--- src/rtl/rtc_pkg.sv ---
package rtc_pkg;
  localparam int ADDR_W = 3;

  typedef enum logic [ADDR_W-1:0] {
    RA_CTRL  = 3'd0,
    RA_CMP   = 3'd1,
    RA_COUNT = 3'd2,
    RA_RAW   = 3'd3,
    RA_MASK  = 3'd4,
    RA_MSTAT = 3'd5,
    RA_CLEAR = 3'd6
  } rtc_addr_e;
endpackage

--- src/rtl/rtc_rst_sync.sv ---
module rtc_rst_sync #(
  parameter int STAGES = 2
) (
  input  logic clk,
  input  logic arst_n,
  output logic rst_n_o
);
  logic [STAGES-1:0] chain_q;

  always_ff @(posedge clk or negedge arst_n) begin
    if (!arst_n) chain_q <= '0;
    else         chain_q <= {chain_q[STAGES-2:0], 1'b1};
  end

  assign rst_n_o = chain_q[STAGES-1];
endmodule

--- src/rtl/rtc_tick_gen.sv ---
module rtc_tick_gen #(
  parameter int SYNC_STAGES = 2
) (
  input  logic clk,
  input  logic rst_n,
  input  logic async_i,
  output logic tick_o
);
  logic [SYNC_STAGES-1:0] sync_q;
  logic                   prev_q;

  generate
    for (genvar s = 0; s < SYNC_STAGES; s++) begin : g_sync
      if (s == 0) begin : g_first
        always_ff @(posedge clk or negedge rst_n) begin
          if (!rst_n) sync_q[s] <= 1'b0;
          else        sync_q[s] <= async_i;
        end
      end else begin : g_rest
        always_ff @(posedge clk or negedge rst_n) begin
          if (!rst_n) sync_q[s] <= 1'b0;
          else        sync_q[s] <= sync_q[s-1];
        end
      end
    end
  endgenerate

  always_ff @(posedge clk or negedge rst_n) begin
    if (!rst_n) prev_q <= 1'b0;
    else        prev_q <= sync_q[SYNC_STAGES-1];
  end

  assign tick_o = sync_q[SYNC_STAGES-1] & ~prev_q;
endmodule

--- src/rtl/rtc_count_core.sv ---
module rtc_count_core #(
  parameter int W            = 32,
  parameter bit STALL_FREEZE = 1'b0
) (
  input  logic         clk,
  input  logic         rst_n,
  input  logic         tick_i,
  input  logic         stall_i,
  input  logic         en_i,
  input  logic         load_i,
  input  logic [W-1:0] cmp_i,
  output logic [W-1:0] count_o,
  output logic         hit_o
);
  localparam logic [W-1:0] START = W'(1);

  logic [W-1:0] count_q, count_d;
  logic         step;
  logic         run_ok;

  generate
    if (STALL_FREEZE) begin : g_stall
      assign run_ok = ~stall_i;
    end else begin : g_free
      assign run_ok = 1'b1 | stall_i;
    end
  endgenerate

  assign step = en_i & tick_i & run_ok;

  always_comb begin
    count_d = count_q;
    hit_o   = 1'b0;
    if (load_i) begin
      count_d = START;
    end else if (step) begin
      if (count_q == cmp_i) begin
        count_d = '0;
        hit_o   = 1'b1;
      end else begin
        count_d = count_q + START;
      end
    end
  end

  always_ff @(posedge clk or negedge rst_n) begin
    if (!rst_n)                count_q <= '0;
    else if (load_i || step)   count_q <= count_d;
  end

  assign count_o = count_q;
endmodule

--- src/rtl/rtc_irq_ctrl.sv ---
module rtc_irq_ctrl (
  input  logic clk,
  input  logic rst_n,
  input  logic hit_i,
  input  logic clr_i,
  input  logic mask_i,
  output logic raw_o,
  output logic masked_o
);
  logic raw_q, raw_d;

  always_comb begin
    raw_d = raw_q;
    if (hit_i)      raw_d = 1'b1;
    else if (clr_i) raw_d = 1'b0;
  end

  always_ff @(posedge clk or negedge rst_n) begin
    if (!rst_n)              raw_q <= 1'b0;
    else if (hit_i || clr_i) raw_q <= raw_d;
  end

  assign raw_o    = raw_q;
  assign masked_o = raw_q & mask_i;
endmodule

--- src/rtl/rtc_match_counter.sv ---
module rtc_match_counter
  import rtc_pkg::*;
#(
  parameter int W           = 32,
  parameter int SYNC_STAGES = 2
) (
  input  logic              clk,
  input  logic              arst_n,
  input  logic              slow_clk_i,
  input  logic              dbg_stall_i,
  input  logic              reg_we_i,
  input  logic [ADDR_W-1:0] reg_addr_i,
  input  logic [W-1:0]      reg_wdata_i,
  output logic [W-1:0]      reg_rdata_o,
  output logic              irq_o
);
  logic         rst_n;
  logic         tick;
  logic         hit;
  logic         raw;
  logic         masked;
  logic [W-1:0] count;

  logic         en_q, en_d;
  logic         mask_q, mask_d;
  logic [W-1:0] cmp_q, cmp_d;
  logic         wr_ctrl, wr_cmp, wr_mask, wr_clr;
  logic         en_load;

  rtc_rst_sync #(.STAGES(2)) u_rst (
    .clk     (clk),
    .arst_n  (arst_n),
    .rst_n_o (rst_n)
  );

  rtc_tick_gen #(.SYNC_STAGES(SYNC_STAGES)) u_tick (
    .clk     (clk),
    .rst_n   (rst_n),
    .async_i (slow_clk_i),
    .tick_o  (tick)
  );

  assign wr_ctrl = reg_we_i && (reg_addr_i == RA_CTRL);
  assign wr_cmp  = reg_we_i && (reg_addr_i == RA_CMP);
  assign wr_mask = reg_we_i && (reg_addr_i == RA_MASK);
  assign wr_clr  = reg_we_i && (reg_addr_i == RA_CLEAR) && reg_wdata_i[0];
  assign en_load = wr_ctrl && reg_wdata_i[0] && !en_q;

  always_comb begin
    en_d   = wr_ctrl ? reg_wdata_i[0] : en_q;
    mask_d = wr_mask ? reg_wdata_i[0] : mask_q;
    cmp_d  = wr_cmp  ? reg_wdata_i    : cmp_q;
  end

  always_ff @(posedge clk or negedge rst_n) begin
    if (!rst_n) begin
      en_q   <= 1'b0;
      mask_q <= 1'b0;
      cmp_q  <= '1;
    end else begin
      if (wr_ctrl) en_q   <= en_d;
      if (wr_mask) mask_q <= mask_d;
      if (wr_cmp)  cmp_q  <= cmp_d;
    end
  end

  rtc_count_core #(.W(W), .STALL_FREEZE(1'b0)) u_core (
    .clk     (clk),
    .rst_n   (rst_n),
    .tick_i  (tick),
    .stall_i (dbg_stall_i),
    .en_i    (en_q),
    .load_i  (en_load),
    .cmp_i   (cmp_q),
    .count_o (count),
    .hit_o   (hit)
  );

  rtc_irq_ctrl u_irq (
    .clk      (clk),
    .rst_n    (rst_n),
    .hit_i    (hit),
    .clr_i    (wr_clr),
    .mask_i   (mask_q),
    .raw_o    (raw),
    .masked_o (masked)
  );

  always_comb begin
    reg_rdata_o = '0;
    unique case (reg_addr_i)
      RA_CTRL:  reg_rdata_o[0] = en_q;
      RA_CMP:   reg_rdata_o    = cmp_q;
      RA_COUNT: reg_rdata_o    = count;
      RA_RAW:   reg_rdata_o[0] = raw;
      RA_MASK:  reg_rdata_o[0] = mask_q;
      RA_MSTAT: reg_rdata_o[0] = masked;
      default:  reg_rdata_o    = '0;
    endcase
  end

  assign irq_o = masked;
endmodule

--- config.mk ---
export PLATFORM = sky130hd
export DESIGN_NAME = rtc_match_counter
export DESIGN_NICKNAME = d
export VERILOG_FILES = /design/src/rtl/rtc_pkg.sv /design/src/rtl/rtc_rst_sync.sv /design/src/rtl/rtc_tick_gen.sv /design/src/rtl/rtc_count_core.sv /design/src/rtl/rtc_irq_ctrl.sv /design/src/rtl/rtc_match_counter.sv
export SDC_FILE = /design/constraint.sdc
export NUM_CORES = 1
export LEC_CHECK = 0
export BUFFER_PORTS_ARGS = -buffer_cell sky130_fd_sc_hd__buf_2
export CAP_MARGIN = 5
export CORE_AREA = 5 5 96 98
export CTS_BUF_LIST = sky130_fd_sc_hd__clkbuf_4 sky130_fd_sc_hd__clkbuf_8
export DETAILED_ROUTE_END_ITERATION = 8
export DIE_AREA = 0 0 101 103
export GPL_TIMING_DRIVEN = 1
export PLACE_DENSITY = 0.71
export SKIP_CTS_REPAIR_TIMING = 1
export SLEW_MARGIN = 0
export SYNTH_ARGS = -nofsm -noshare
export SYNTH_HDL_FRONTEND = slang
export SYNTH_HIERARCHICAL = 1
export SYNTH_SLANG_ARGS = --single-unit
--- constraint.sdc ---
create_clock -name clk -period 3.1 [get_ports clk]
set_input_delay 0.155 -clock clk [delete_from_list [all_inputs] [get_ports clk]]
set_output_delay 0.155 -clock clk [all_outputs]
set_load 0.02 [all_outputs]
==> impl_metrics.py <==
metrics = {
    "setup_path": {
        "critPathKind": "reg -> reg",
        "worstReg2RegEnd": "u_core/count_o[25]$_DFFE_PN0P_",
        "worstReg2RegStart": "u_core/count_o[12]$_DFFE_PN0P_",
        "worstSetupStartpointType": "register",
        "crit_required_ns": 3.32,
        "critPathArrivalTime_ns": 2.61,
        "cp-end-kind": "register",
        "rr_worst_depth": 7,
        "ff2ff_setup_slack_ns": 0.71,
        "path_max_fanout": 13,
    },
    "clock_tree": {
        "clock-sinks": 72,
        "root_buffer": "clkbuf_8",
        "clk_latency_ns": 0.33,
        "h-tree-depth": 3,
        "cts_tree": "yes",
        "clock_path_buffers": 2,
        "cts.clk_slew.worst_paths_ns": 0.07,
        "cts_made_buffers": 9,
    },
    "finish": {
        "nets": 482,
        "multiInputGateArea_um2": 2030,
        "drive_above_1_share_pct": 32.3,
        "finalInstanceArea_um2": 4670,
        "final_cell_mix": "buf_2, xnor2_1, dfrtp_1, nor2_1, a22o_1",
        "n_antenna_cell": 0,
        "stdcell_count": 554,
        "fin_util_pct": 55.7,
        "layout.cells.most_common": "buf_2",
        "syn_to_final_growth_pct": 17.0,
        "final-seq-area_um2": 1840,
        "nFillCells": 758,
    },
    "timing": {
        "grt_setup_unrepaired": "false",
        "relSlewSlack_pct": 53.2,
        "finalCritPeriodShare_pct": 77.2,
        "setup_viol": 0,
        "max_freq_ghz": 0.418,
        "tightest_slew_ns": 0.702,
        "tns_ns": 0,
        "fin_ws_ns": 0.707,
        "slew_violations": 0,
        "hold_violations": 0,
        "skew_ns": 0.00466,
        "timing.final.crit_period_ns": 2.39,
    },
    "run_status": {
        "status": "finished clean",
    },
    "pwr": {
        "power_density_nw_per_um2": 534,
        "ir_worst_vdd_mv": 0.281,
        "p_leak_nw": 2.05,
    },
    "global_route": {
        "gr-total-overflow": 0,
        "antenna_found_initial": 0,
        "met3_usage_pct": 4.26,
        "use_met1_pct": 24.9,
        "first_global_vias": 3182,
        "grt_pass1_wl_um": 15500,
        "grt.busiest_layer": "met2",
        "grt_max_degree": 42,
        "track_usage_pct": 19.1,
        "grt_use_met2_pct": 31.6,
    },
    "synth": {
        "synthTopCellsByArea": "dfrtp_1, dfstp_2, xnor2_1, mux2_1, a22o_1",
        "synthSimpleGateAreaFrac_pct": 16.1,
        "synth_flop_cell": "dfrtp_1",
        "netlist_area_um2": 3990,
        "syn_avg_cell_area_um2": 10.8,
        "synth_compound_area_share_pct": 11.1,
        "synth_fa_ha_area_share_pct": 0.313,
        "yosys.area.top_type": "dfrtp_1",
        "synth_top_family_by_area": "simple AND/OR/NAND/NOR gates",
        "seq_area_frac_synth_pct": 46.1,
        "postSynth.asyncResetShare_pct": 100,
        "synth_xor_area_share_pct": 12.1,
        "syn_inst": 370,
        "ys_warn_count": 6,
        "synthMuxAreaShare_pct": 10.5,
        "synth-seq-cells": 72,
        "synth-edff-count": 0,
        "synth_cell_types": 50,
        "synth_top_area_share_pct": 25.1,
        "synthesis.nets": 411,
    },
    "floorplanning": {
        "die_w_um": 101,
        "num_rows": 34,
        "dieArea_um2": 10400,
        "fp.coreArea_um2": 8380,
        "start_util_pct": 47.6,
        "die_height_um": 103,
        "io_pins": 73,
    },
    "drt": {
        "drt_iter0_markers": 218,
        "ant_nets": 0,
        "vias_per_cell": 5.59,
        "vias": 3095,
        "wire_per_inst_um": 16.8,
        "drt-pass1-iter-count": 5,
        "wirelength_um": 9290,
        "drc": 0,
    },
    "worst_hold_path": {
        "holdPathEnd": "cmp_q[31]$_DFFE_PN1P_",
        "min_path_cells": 2,
        "hp-class": "in -> reg",
        "hold_start": "reg_wdata_i[31]",
    },
    "placement": {
        "dpl.hpwl_um": 6700,
        "portBuffers": 71,
        "place.gp.congestion": 0.866,
        "dp.cells": 536,
        "post-place-ws_ns": 0.722,
        "postPlaceCellArea_um2": 4470,
    },
    "job": {
        "maxCapViolCount": 0,
    },
}
-- per-layer routing --
metal,vias up,part of all wire [%]
met5,-,0
met4,0,1.7
met3,14,6.1
met2,97,49
met1,1514,43
li1,1470,-
-- cell usage after synthesis, types with 2 or more instances --
master / number
a21o_1: 2
a21oi_1: 2
a221o_1: 3
a22o_1: 33
and3_1: 5
buf_2: 5
buf_4: 5
buf_6: 2
clkbuf_1: 11
dfrtp_1: 40
dfstp_2: 32
inv_1: 6
mux2_1: 30
mux2_2: 3
nand2_1: 21
nand3_1: 14
nand4_1: 18
nor2_1: 34
nor3_1: 12
nor4_1: 2
nor4bb_1: 2
o211a_1: 2
o211ai_1: 2
o21a_1: 2
o21ai_0: 3
or3_1: 2
xnor2_1: 42
xor2_1: 13
-- state kept, by name, indices dropped and copies added, names as in the netlist --
name	count
en_q	1
u_core/count_o	32
mask_q	1
u_tick/prev_q	1
u_rst/chain_q	2
u_tick/sync_q	2
u_irq/raw_o	1
cmp_q	32
-- area by class of cell --
type	count	share of cell area, %
timing repair buffer	83	9.91
clock buffer	13	3.43
multi-input combinational	269	43.4
clock inverter	3	0.375
sequential	72	39.5
inverter	6	0.482
tap	108	2.89
-- how the worst max path moves through the flow --
stage	end	cells past startpoint	slack, ns	from
3_5_place_dp	u_core/count_o[17]$_DFFE_PN0P_	10	0.72	reg_addr_i[0]
3_3_place_gp	u_core/count_o[17]$_DFFE_PN0P_	10	0.71	reg_addr_i[0]
4_1_cts	u_core/count_o[30]$_DFFE_PN0P_	5	0.75	u_core/count_o[8]$_DFFE_PN0P_
2_1_floorplan	u_core/count_o[30]$_DFFE_PN0P_	7	0.84	u_core/count_o[8]$_DFFE_PN0P_
6_report	u_core/count_o[25]$_DFFE_PN0P_	7	0.71	u_core/count_o[12]$_DFFE_PN0P_
5_1_grt	u_core/count_o[30]$_DFFE_PN0P_	5	0.62	u_core/count_o[8]$_DFFE_PN0P_
-- worst max-delay path, cell delays in order (launching register included) --
cell and delay (ns):
dfrtp_1 0.43, xnor2_1 0.33, nand4_1 0.21, nor4_1 0.47, a311oi_1 0.20, buf_4 0.22
and3_1 0.17, a221o_1 0.25
-- through the flow --
stage / hold WS (ns) / power (mW)
2_1_floorplan: -0.141 / 1.66
3_3_place_gp: -0.0597 / 1.81
3_5_place_dp: -0.0577 / 1.83
4_1_cts: -0.426 / 2.51
5_1_grt: 0.0158 / 2.63
6_report: 0.0338 / 2.49
-- power by group --
| group | total [mW] | internal, mW | switching [mW] |
|---|---|---|---|
| clock | 0.671 | 0.337 | 0.333 |
| sequential | 1.32 | 1.15 | 0.178 |
| combinational | 0.498 | 0.256 | 0.242 |
| total | 2.49 | 1.74 | 0.753 |
-- kinds of logic (layout without fill, tap and decap cells) --
| family | Yosys count | in the layout |
|---|---|---|
| simple gates | 123 | 123 |
| compound gates | 53 | 53 |
| other cells | 1 | 1 |
| xor+xnor | 55 | 55 |
| mux | 36 | 36 |
| fa+ha+maj | 1 | 1 |
| buf+inv | 29 | 105 |
| flops | 72 | 72 |
Note: power is estimated with default switching activity, not from simulation.
